**config.mk**
```make
export PLATFORM = sky130hd
export DESIGN_NAME = opstk_top
export DESIGN_NICKNAME = d
export VERILOG_FILES = /design/src/rtl/opstk_pkg.sv /design/src/rtl/opstk_guard.sv /design/src/rtl/opstk_alu.sv /design/src/rtl/opstk_regfile.sv /design/src/rtl/opstk_top.sv
export SDC_FILE = /design/constraint.sdc
export NUM_CORES = 1
export LEC_CHECK = 0
export BUFFER_PORTS_ARGS = -buffer_cell sky130_fd_sc_hd__buf_4
export CORE_UTILIZATION = 55
export CTS_BUF_LIST = sky130_fd_sc_hd__clkbuf_16
export CTS_CLUSTER_DIAMETER = 50
export DETAILED_ROUTE_END_ITERATION = 8
export GPL_ROUTABILITY_DRIVEN = 0
export HOLD_SLACK_MARGIN = 0.02
export PLACE_DENSITY = 0.73
export SYNTH_ARGS = -nofsm -noshare
export SYNTH_HDL_FRONTEND = slang
export SYNTH_SLANG_ARGS = --single-unit
```
**constraint.sdc**
```tcl
create_clock -name clk -period 7.45 [get_ports clk]
set_clock_uncertainty 0.15 [all_clocks]
set_input_delay 0 -clock clk [delete_from_list [all_inputs] [get_ports clk]]
set_output_delay 0 -clock clk [all_outputs]
set_load 0.01 [all_outputs]
```
**src/rtl/opstk_pkg.sv**
```systemverilog
package opstk_pkg;

  // Command codes on the cmd port
  typedef enum logic [2:0] {
    CMD_NOP    = 3'd0,
    CMD_PUSH   = 3'd1,
    CMD_POP    = 3'd2,
    CMD_UNARY  = 3'd3,
    CMD_BINARY = 3'd4
  } cmd_e;

  // Unary function select
  localparam logic [1:0] UOP_SHR = 2'd0;
  localparam logic [1:0] UOP_NOT = 2'd1;
  localparam logic [1:0] UOP_INC = 2'd2;

  // Binary function select
  localparam logic [1:0] BOP_ADD = 2'd0;
  localparam logic [1:0] BOP_AND = 2'd1;

  // Which slot the write port targets
  typedef enum logic [1:0] {
    WA_PUSH  = 2'd0,  // slot just above the current top
    WA_TOP   = 2'd1,  // current top
    WA_UNDER = 2'd2   // slot below the current top
  } wsel_e;

endpackage

```
**src/rtl/opstk_guard.sv**
```systemverilog
module opstk_guard
  import opstk_pkg::*;
#(
  parameter int DEPTH = 8,
  parameter int CW    = $clog2(DEPTH + 1)
) (
  input  logic          cmd_valid,
  input  logic [2:0]    cmd,
  input  logic [CW-1:0] cnt,
  output logic [CW-1:0] cnt_nxt,
  output logic          wr_en,
  output wsel_e         wsel,
  output logic          alu_bin,
  output logic          pop_en,
  output logic          ovf,
  output logic          unf
);

  localparam logic [CW-1:0] FULL_CNT = CW'(DEPTH);
  localparam logic [CW-1:0] ONE      = CW'(1);
  localparam logic [CW-1:0] TWO      = CW'(2);

  always_comb begin
    cnt_nxt = cnt;
    wr_en   = 1'b0;
    wsel    = WA_PUSH;
    alu_bin = 1'b0;
    pop_en  = 1'b0;
    ovf     = 1'b0;
    unf     = 1'b0;
    if (cmd_valid) begin
      case (cmd)
        CMD_PUSH: begin
          if (cnt == FULL_CNT) begin
            ovf = 1'b1;
          end else begin
            cnt_nxt = cnt + ONE;
            wr_en   = 1'b1;
            wsel    = WA_PUSH;
          end
        end
        CMD_POP: begin
          if (cnt == '0) begin
            unf = 1'b1;
          end else begin
            cnt_nxt = cnt - ONE;
            pop_en  = 1'b1;
          end
        end
        CMD_UNARY: begin
          if (cnt == '0) begin
            unf = 1'b1;
          end else begin
            wr_en = 1'b1;
            wsel  = WA_TOP;
          end
        end
        CMD_BINARY: begin
          if (cnt < TWO) begin
            unf = 1'b1;
          end else begin
            cnt_nxt = cnt - ONE;
            wr_en   = 1'b1;
            wsel    = WA_UNDER;
            alu_bin = 1'b1;
          end
        end
        default: ;
      endcase
    end
  end

endmodule

```
**src/rtl/opstk_alu.sv**
```systemverilog
module opstk_alu
  import opstk_pkg::*;
#(
  parameter int DW = 16
) (
  input  logic          bin,
  input  logic [1:0]    op,
  input  logic [DW-1:0] top,
  input  logic [DW-1:0] under,
  output logic [DW-1:0] y
);

  always_comb begin
    y = top;
    if (bin) begin
      case (op)
        BOP_ADD: y = top + under;
        BOP_AND: y = top & under;
        default: y = top;
      endcase
    end else begin
      case (op)
        UOP_SHR: y = top >> 1;
        UOP_NOT: y = ~top;
        UOP_INC: y = top + DW'(1);
        default: y = top;
      endcase
    end
  end

endmodule

```
**src/rtl/opstk_regfile.sv**
```systemverilog
module opstk_regfile #(
  parameter int DW    = 16,
  parameter int DEPTH = 8,
  parameter int AW    = $clog2(DEPTH)
) (
  input  logic          clk,
  input  logic          we,
  input  logic [AW-1:0] waddr,
  input  logic [DW-1:0] wdata,
  input  logic [AW-1:0] ra_top,
  input  logic [AW-1:0] ra_under,
  output logic [DW-1:0] rd_top,
  output logic [DW-1:0] rd_under
);

  logic [DW-1:0] mem [DEPTH];

  always_ff @(posedge clk) begin
    if (we) mem[waddr] <= wdata;
  end

  assign rd_top   = mem[ra_top];
  assign rd_under = mem[ra_under];

endmodule

```
**src/rtl/opstk_top.sv**
```systemverilog
module opstk_top
  import opstk_pkg::*;
#(
  parameter int DW    = 16,
  parameter int DEPTH = 8
) (
  input  logic          clk,
  input  logic          rst,
  input  logic          cmd_valid,
  input  logic [2:0]    cmd,
  input  logic [1:0]    alu_op,
  input  logic [DW-1:0] push_data,
  output logic [DW-1:0] pop_data,
  output logic          done,
  output logic          full,
  output logic          empty,
  output logic          overflow,
  output logic          underflow
);

  localparam int AW = (DEPTH > 1) ? $clog2(DEPTH) : 1;
  localparam int CW = $clog2(DEPTH + 1);
  localparam logic [CW-1:0] FULL_CNT = CW'(DEPTH);

  logic [CW-1:0] cnt_q, cnt_nxt;
  logic [CW-1:0] cnt_m1, cnt_m2;
  logic [AW-1:0] idx_top, idx_under, idx_push, waddr;
  logic [DW-1:0] rd_top, rd_under, alu_y, wdata;
  logic          wr_en, alu_bin, pop_en, ovf, unf;
  wsel_e         wsel;

  logic [DW-1:0] pop_q;
  logic          done_q, full_q, empty_q, ovf_q, unf_q;

  // Slot indices derived from the occupancy count
  assign cnt_m1    = cnt_q - CW'(1);
  assign cnt_m2    = cnt_q - CW'(2);
  assign idx_top   = cnt_m1[AW-1:0];
  assign idx_under = cnt_m2[AW-1:0];
  assign idx_push  = cnt_q[AW-1:0];

  opstk_guard #(.DEPTH(DEPTH), .CW(CW)) u_guard (
    .cmd_valid (cmd_valid),
    .cmd       (cmd),
    .cnt       (cnt_q),
    .cnt_nxt   (cnt_nxt),
    .wr_en     (wr_en),
    .wsel      (wsel),
    .alu_bin   (alu_bin),
    .pop_en    (pop_en),
    .ovf       (ovf),
    .unf       (unf)
  );

  opstk_alu #(.DW(DW)) u_alu (
    .bin   (alu_bin),
    .op    (alu_op),
    .top   (rd_top),
    .under (rd_under),
    .y     (alu_y)
  );

  always_comb begin
    case (wsel)
      WA_TOP:   waddr = idx_top;
      WA_UNDER: waddr = idx_under;
      default:  waddr = idx_push;
    endcase
  end

  assign wdata = (wsel == WA_PUSH) ? push_data : alu_y;

  opstk_regfile #(.DW(DW), .DEPTH(DEPTH), .AW(AW)) u_rf (
    .clk      (clk),
    .we       (wr_en),
    .waddr    (waddr),
    .wdata    (wdata),
    .ra_top   (idx_top),
    .ra_under (idx_under),
    .rd_top   (rd_top),
    .rd_under (rd_under)
  );

  always_ff @(posedge clk) begin
    if (rst) begin
      cnt_q   <= '0;
      full_q  <= 1'b0;
      empty_q <= 1'b1;
      done_q  <= 1'b0;
      ovf_q   <= 1'b0;
      unf_q   <= 1'b0;
      pop_q   <= '0;
    end else begin
      cnt_q   <= cnt_nxt;
      full_q  <= (cnt_nxt == FULL_CNT);
      empty_q <= (cnt_nxt == '0);
      done_q  <= cmd_valid;
      ovf_q   <= ovf;
      unf_q   <= unf;
      if (pop_en) pop_q <= rd_top;
    end
  end

  assign pop_data  = pop_q;
  assign done      = done_q;
  assign full      = full_q;
  assign empty     = empty_q;
  assign overflow  = ovf_q;
  assign underflow = unf_q;

endmodule

```
# Yosys cells after proc, flatten, opt, wreduce, memory -nomap -nowiden
# Memory sizes are Yosys's and may differ from the RTL's.
# Index checks and enable logic that the tools add are counted.
# classes
n_bitwise,4
magnitude_cmp,1
reduce_logical,7
eq_ne,10
mux,29
n_addsub,5
# ops
op,n
$pmux W16 S3,1
$mux W16,2
$pmux W16 S2,1
$add A16 B1 Y16 const B,1
$add A16 B16 Y16,1
$and A16 B16 Y16,1
$mux W4,4
$not A16 Y16,1
$mux W1,14
$pmux W4 S3,1
$eq A4 B4 Y1 const B,2
$logic_not A4 Y1,2
$eq A3 B2 Y1 const B,2
$pmux W3 S2,1
$add A4 B1 Y4 const B,1
$eq A2 B1 Y1 const B,2
$eq A2 B2 Y1 const B,2
$logic_not A2 Y1,2
$lt A4 B2 Y1 const B,1
$mux W2,2
$pmux W2 S2,1
$reduce_or A2 Y1,2
$sub A4 B1 Y4 const B,1
$eq A3 B1 Y1 const B,1
other kinds (6),7
# totals
ram_bits,128
output_inout_bits,21
register_bits,25
n_memories,1
in_bits,24
elab_cells,64
# memory_table
memory,depth,word_bits,read_ports,rd_clocked_by_memory_dff,wr,line,source
u_rf.mem,8,16,2,0,1,opstk_regfile.sv:16,logic [DW-1:0] mem [DEPTH];

# Depth between registers and ports, before layout
# Gate-level depths: netlist of the first run.
# logic_depth
word_depth,6
depth_mapped,19
depth_no_buf,14

# Cells and area by module
# Synthesis of the first run repeated with hierarchy kept, for this count alone.
# hier_totals
hier_cells,685
hier_area_um2,9521.6
# modules_own_cells
module,area_each_um2,cells_each,seq_area_each_um2,n_inst
opstk_regfile,6044.5,255,3843.7,1
opstk_alu,1774.2,249,0.0,1
opstk_top,1234.9,111,500.5,1
opstk_guard,467.9,70,0.0,1

# Least setup slack after synthesis of the first run
# No wires, ideal clock.
# synth_timing
kind,register to register
from,reg cnt_q[0]
to,mem u_rf.mem[0][14] (data pin)
stages_incl_launch_ff,20
path_buffers,5
required_ns,7.017
setup_time_ns,0.283
synth_period_minus_slack_ns,5.305
path_slack_ns,2.145
arrival_time_ns,4.872
cell_sequence,dfxtp_1 buf_6 buf_6 buf_1 inv_1 ha_1 buf_2 buf_2 mux4_2 mux2i_2 inv_1 ha_1 fa_1 a21oi_1 o211a_1 o311ai_0 o41ai_1 xnor2_1 o311ai_0 o311ai_1
# synth_between
elab_chain_cells,6
elab_cells_between_ends,21
classes_between,4 x add/sub; 1 x order compare; 11 x mux; 2 x bitwise; 2 x reduce/logical; 1 x memory
# synth_rtl
element,line,source
start: declaration,opstk_top.sv:25,"logic [CW-1:0] cnt_q, cnt_nxt;"
start signal: assignment,opstk_top.sv:94,cnt_q <= cnt_nxt;
$sub A4 B1 Y4 *,n/a,
$mem_v2 Z8 W16 *,n/a,
via rd_top[0],opstk_top.sv:28,"logic [DW-1:0] rd_top, rd_under, alu_y, wdata;"
$add A16 B1 Y16 or $add A16 B16 Y16 (tied branches),"opstk_alu.sv:25, opstk_alu.sv:17",
$pmux W16 S3 or $pmux W16 S2 (tied branches),"opstk_alu.sv:22, opstk_alu.sv:16",
$mux W16 *,opstk_alu.sv:15,if (bin) begin
$mux W16 *,opstk_top.sv:71,assign wdata = (wsel == WA_PUSH) ? push_data : alu_y;
via u_rf.wdata[14],opstk_regfile.sv:9,"input logic [DW-1:0] wdata,"
end: declaration,opstk_regfile.sv:16,
# Mark *: on every way through the listed nets, which the timed path passes. The rest lies on a longest branch.

# Worst setup path after layout of the first run
# layout_timing
from,reg cnt_q[0]
to,mem u_rf.mem[1][14] (data pin)
# Same word-level chain as after synthesis.

==> impl_metrics.toml, run 1 <==
[routing]
drt_iter0_drc = 738
drc = 0
first_pass_iters = 8
vias = 6885
wirelength_um = 24300
wl_per_cell_um = 23.8
postRouteAntennaNets = 0
vias_per_cell = 6.76

[clock_tree]
cts_setup_buffers = 0
clk_pin_slew_ps = 70
cts-root-buf = "clkbuf_16"
cts-buffers-inserted = 17
clock-sinks = 153
post_cts_resized = 0
cts_tree = "yes"
h-tree-depth = 4
clk_path_buf_depth = 2
clock_latency_ps = 430

[worst_hold_path]
hp-class = "in -> reg"
min_to = "u_rf.mem[5][2]"
worstHoldStart = "push_data[2]"
whs_path_depth = 3

[setup_path]
worstReg2RegEnd = "u_rf.mem[1][14]"
path_delay_family = "compound AO/OA/AOI/OAI gates"
worstReg2RegStart = "cnt_q[0]"
crit_path_max_fanout = 27
r2r_slack_ps = 1210
reg2regPathDepth = 14
worstSetupPathType = "reg -> reg"
crit_required_ps = 7390
arrival_ps = 6180
path_buf_inv = 2
end_kind = "flop"
cp_cell_sequence = "inv_1 -> ha_1 -> mux4_2 -> mux2i_2 -> inv_1 -> ha_1 -> fa_1 -> a21oi_1 -> o211a_1 -> o311ai_0 -> o41ai_1 -> xnor2_1 -> o311ai_0 -> o311ai_1"
cp_slowest_cell = "ha_1"
crit_path_start_kind = "flop"
max_stage_delay_ps = 950

[placement]
hpwl_um = 16000
place.port_buffers = 44
place_inst = 968

[synthesis]
synthAdderAreaFrac_pct = 3.61
synth_common_cells = "edfxtp_1, mux4_2, nor2_1, nand2_1, a21oi_1"
synth_most_common_cell = "edfxtp_1"
syn_area_mm2 = 0.00921
synth.area.mux_share_pct = 21.1
ys_ff_latch = 153
synth_top_family_by_area = "multiplexers"
async_flop_share_pct = 0
synth.distinct_cells = 77
synthTopCellsByArea = "edfxtp_1, mux4_2, dfxtp_1"
synth_enable_flop_cells = 128
syn_nets = 788
synth_area_leader_cell = "edfxtp_1"
synth_cells = 738
synth-simple-area-share_pct = 11.0
synth_top_area_share_pct = 41.7
synth_ff_type = "edfxtp_1"
synth-compound-area-share_pct = 11.4
ys_seq_area_share_pct = 47.2
yosysWarnings = 0
synthXorXnorAreaFrac_pct = 2.01
syn_avg_cell_area_um2 = 12.5

[power]
vdd_drop_max_mv = 0.195
p_leak_nw = 3.61
powerDensity_mw_per_mm2 = 189

[global_route]
grt_pass1_vias = 6700
antenna_found_initial = 0
grt_overflow_total = 0
grt_max_degree = 47
grt_pass1_wl_um = 38000
grt_usage_pct = 29.5

[finish]
final_cells = 1018
syn2layout_area_growth_pct = 13.7
fillers = 1190
final_nets = 839
antennaDiodeCount = 0
layout-drive-gt1-share_pct = 25.1

[die]
start_util_pct = 57.2
num_rows = 46
die_h_um = 131
core-area_mm2 = 0.0161
ios = 45
die_w_um = 131
die_area_mm2 = 0.0173

[timing]
fin_crit_sh_pct = 83.7
slew_headroom_pct = 28.3
fmax_mhz = 160
rsz0062_at_grt = "no"
tightestPinTransition_ps = 1080
fin_setup_tns_ps = 0
finalCriticalPeriod_ps = 6240
final_max_slew_viol_count = 0
finalHoldViolCount = 0
setup-violations-final = 0

[run_status]
outcome = "completed"

[run]
cap_violations = 0
==> placed cells by master (no fill, tap or decap), types with 3 or more instances in the layout <==
master	count
and3_1	5
a21o_1	6
inv_2	5
inv_1	25
xnor2_1	13
o211ai_1	8
inv_6	3
bufinv_16	3
o221ai_1	3
nand2b_1	8
and2_1	3
o21ai_1	10
ha_1	25
o311ai_1	3
nand3_1	14
nand2_1	55
dlygate4sd3_1	18
nor2b_1	11
xor2_1	5
nand4_1	10
mux4_2	65
mux2i_2	6
mux2_2	20
edfxtp_1	128
o31ai_1	3
nor3_1	13
o21ai_0	25
o311ai_0	3
dfxtp_1	24
nor2_1	63
buf_4	59
clkbuf_16	17
or3_1	4
a31oi_1	6
a21oi_1	34
mux2i_1	13
a211oi_1	25
==> logic make-up (layout without fill, tap and decap cells) <==
group / count (synthesis) / in the layout
flip-flops: 153 / 153
adder cells (fa/ha/maj): 26 / 26
AO/OA/AOI/OAI: 155 / 155
AND/OR/NAND/NOR: 206 / 206
XOR/XNOR: 19 / 19
multiplexers: 106 / 106
buffers and inverters: 73 / 137
==> routing by layer <==
metal	up-vias	GRT usage [%]	routed length [um]
met5	-	0	0
met4	0	14.5	1070
met3	71	7.14	2290
met2	436	46.3	11500
li1	3004	-	-
met1	3374	38.4	9420
==> layout make-up <==
class / instances / area [um^2] / area share (%)
multi-input combinational: 512 / 4530 / 43.2
tap: 216 / 270 / 2.58
clock buffer: 17 / 425 / 4.06
inverter: 28 / 105 / 1.00
timing repair buffer: 77 / 623 / 5.95
clock inverter: 15 / 176 / 1.68
sequential: 153 / 4350 / 41.5
==> worst max-delay path by stage <==
stage | from | endpoint | slack (ps) | cells after the start
after floorplan | cnt_q[0] | u_rf.mem[0][14] | 2150 | 19
after global placement | cnt_q[0] | u_rf.mem[0][14] | 1630 | 14
after detailed placement | cnt_q[0] | u_rf.mem[2][14] | 1370 | 14
after CTS | cnt_q[0] | u_rf.mem[1][14] | 1340 | 14
after global routing | cnt_q[0] | u_rf.mem[2][14] | 750 | 14
final | cnt_q[0] | u_rf.mem[1][14] | 1210 | 14
==> sequential cells by signal (all words and copies together) (netlist names) <==
name	count
u_rf.mem	128
pop_data	16
cnt_q	4
done	1
empty	1
full	1
overflow	1
underflow	1
==> per-stage QoR <==
step / setup WS, ps / util, % / power (mW) / hold slack, ps / instance area [um^2]
after floorplan: 2150 / - / 1.07 / -78.4 / 9210
after global placement: 1630 / 60.2 / 1.11 / 93.1 / 9690
after detailed placement: 1370 / 60.2 / 1.11 / 96.7 / 9690
after CTS: 1340 / 65.0 / 1.99 / 20.7 / 10500
after global routing: 752 / 65.0 / 2.05 / 49.7 / 10500
final: 1210 / 65.0 / 1.98 / 54.1 / 10500
==> worst reg2reg max path: stages (launching register included) <==
cell and delay (ps):
dfxtp_4 640, inv_1 90, ha_1 950, mux4_2 430, mux2i_2 440, inv_1 140
ha_1 280, fa_1 420, a21oi_1 220, o211a_1 250, o311ai_0 260, o41ai_1 470
xnor2_1 170, o311ai_0 150, o311ai_1 860
==> timing repair <==
action | 4_1_cts | 5_1_grt
setup endpoints to repair | 0 | 0
hold buffers | 18 | 0
endpoints found under the hold margin | 105 | 0
==> report_power, final <==
group / switching, mW / internal (mW) / leakage (nW)
logic: 0.102 / 0.0720 / 1.96
registers: 0.00263 / 0.928 / 1.35
clock network: 0.352 / 0.528 / 0.300
total: 0.456 / 1.53 / 3.61
Note: power is estimated with default switching activity, not from simulation.
==> run 2: changes to the inputs <==
- ABC_AREA: default -> 1
- PLACE_DENSITY: 0.73 -> 0.72
- clock period: 7.45 -> 6.5 ns (I/O delays scaled with it)
==> impl_metrics.toml, run 2 <==
[synthesis]
synth_common_cells = "nand2_1, inv_1, edfxtp_1, a21oi_1, o21ai_0"
synth_most_common_cell = "nand2_1"
synthTopCellsByArea = "edfxtp_1, nand2_1, a21oi_1"
ys_ff_latch = 153
syn_area_mm2 = 0.00987
synth_cells = 1279
synth_enable_flop_cells = 128
synth_top_area_share_pct = 39.0
synth_area_leader_cell = "edfxtp_1"
async_flop_share_pct = 0
synth.distinct_cells = 49
syn_nets = 1329
synth_ff_type = "edfxtp_1"
syn_avg_cell_area_um2 = 7.71
yosysWarnings = 0
ys_seq_area_share_pct = 44.0

[routing]
first_pass_iters = 6
wirelength_um = 27900
drt_iter0_drc = 1061
wl_per_cell_um = 18.0
vias_per_cell = 5.89
postRouteAntennaNets = 0
drc = 0
vias = 9134

[finish]
syn2layout_area_growth_pct = 11.9
final_common_cell = "nand2_1"
antennaDiodeCount = 0
final_nets = 1364
largest_register = "u_rf.mem"
utilization_pct = 63.4
layout-drive-gt1-share_pct = 10.6
layout_common_cells = "nand2_1, inv_1, edfxtp_1"
largest_reg_flops = 128

[timing]
rsz0062_at_grt = "no"
final_max_slew_viol_count = 0
finalHoldViolCount = 0
whs_ps = 32.6
setup_ws_ps = 1680
fmax_mhz = 208
slew_headroom_pct = 25.2
tightestPinTransition_ps = 1120
finalCriticalPeriod_ps = 4820
setup-violations-final = 0
fin_setup_tns_ps = 0
fin_crit_sh_pct = 74.1

[die]
die_h_um = 136
core-area_mm2 = 0.0174
die_area_mm2 = 0.0185
start_util_pct = 56.7
ios = 45
die_w_um = 136
num_rows = 48

[setup_path]
crit_start = "cnt_q[0]"
path_delay_family = "simple AND/OR/NAND/NOR gates"
endpoint = "u_rf.mem[7][14]"
worstReg2RegStart = "cnt_q[0]"
cp_slowest_cell = "dfxtp_4"
crit_required_ps = 6490
r2r_slack_ps = 1680
cp_cell_sequence = "inv_4 -> ha_1 -> inv_1 -> nand2_1 -> nand2_4 -> inv_4 -> nand2_1 -> nand2_2 -> ha_1 -> fa_1 -> nand3_1 -> nand2_1 -> nand2_1 -> nand2_1 -> nand2_1 -> nand2_1 -> nand3_1 -> nand2_1 -> nand2_1 -> nand3_1 -> nand2_1 -> a21oi_1 -> a21oi_1"
cpMostUsedCell = "nand2_1"
crit_path_start_kind = "flop"
crit_cells = 23
crit_path_max_fanout = 53
worstSetupPathType = "reg -> reg"
worstReg2RegEnd = "u_rf.mem[7][14]"
arrival_ps = 4810
max_stage_delay_ps = 570
path_buf_inv = 3
reg2regPathDepth = 23
end_kind = "flop"

[clock_tree]
clk_pin_slew_ps = 60
clock-sinks = 153
cts_tree = "yes"
cts-root-buf = "clkbuf_16"
cts-buffers-inserted = 17
cts_setup_buffers = 0
clock_latency_ps = 440
h-tree-depth = 4
clk_path_buf_depth = 2

[global_route]
grt_util_met2_pct = 48.3
grt_overflow_total = 0
antenna_found_initial = 0
top_usage_layer = "met2"
grt_pass1_wl_um = 43200
grtUsageMet3_pct = 5.74
grt_pass1_vias = 8039
grt_max_degree = 118
grt_usage_pct = 31.1
use_met1_pct = 43.6

[run_status]
outcome = "completed"

[placement]
place.port_buffers = 44
hpwl_um = 18400
preCtsSetupSlack_ps = 1810

[power]
finalPower_mw = 2.65
powerDensity_mw_per_mm2 = 240
p_leak_nw = 4.74
vdd_drop_max_mv = 0.212

[run]
cap_violations = 0

[worst_hold_path]
hp-class = "in -> reg"
## run 2: worst min-delay path by stage
| stage | start | slack [ps] | end | depth (start not counted) |
|---|---|---|---|---|
| after floorplan | rst | -80 | cnt_q[0] | 1 |
| after global placement | rst | 60 | cnt_q[0] | 2 |
| after detailed placement | rst | 60 | cnt_q[0] | 2 |
| after CTS | push_data[0] | 30 | u_rf.mem[5][0] | 3 |
| after global routing | push_data[6] | 70 | u_rf.mem[7][6] | 3 |
| final | push_data[4] | 30 | u_rf.mem[5][4] | 3 |
## run 2: area by class of cell
type / instances / area [um^2]
clock buffers: 17 / 425
clock inverters: 15 / 188
fillers: 1519 / 6380
inverters: 170 / 643
multi-input cells: 892 / 4510
flip-flops and latches: 153 / 4350
well taps: 225 / 282
repair buffers: 80 / 648
## run 2: what timing repair did
action / 4_1_cts / 5_1_grt
hold endpoints to repair: 104 / 0
resized for setup: 0 / 0
hold buffers: 19 / 0
## run 2: kinds of logic after synthesis
family / synth area share (%)
compound gates: 17.7
xor+xnor: 0.178
fa+ha+maj: 3.37
buf+inv: 10.3
flops: 44.0
simple gates: 24.4
## run 2: per-stage QoR
| stage | instance area, um^2 | std cells |
|---|---|---|
| floorplan | 9870 | 1279 |
| global placement | 10200 | 1501 |
| detailed placement | 10200 | 1501 |
| CTS | 11000 | 1552 |
| global route | 11000 | 1552 |
| finish | 11000 | 1552 |
## run 2: power by group
| part | internal, mW | switching [mW] |
|---|---|---|
| combinational | 0.162 | 0.354 |
| sequential | 1.08 | 0.00624 |
| clock | 0.613 | 0.437 |
## run 2: metal layers
metal	routed length, um	vias to the layer above
met3	2670	72
met4	622	0
met1	12200	4152
met2	12400	526
li1	-	4384
met5	0	-
## run 2: worst min-delay path: stages
cell,delay (ps)
buf_4,80
nand2_1,50
nand2_1,280
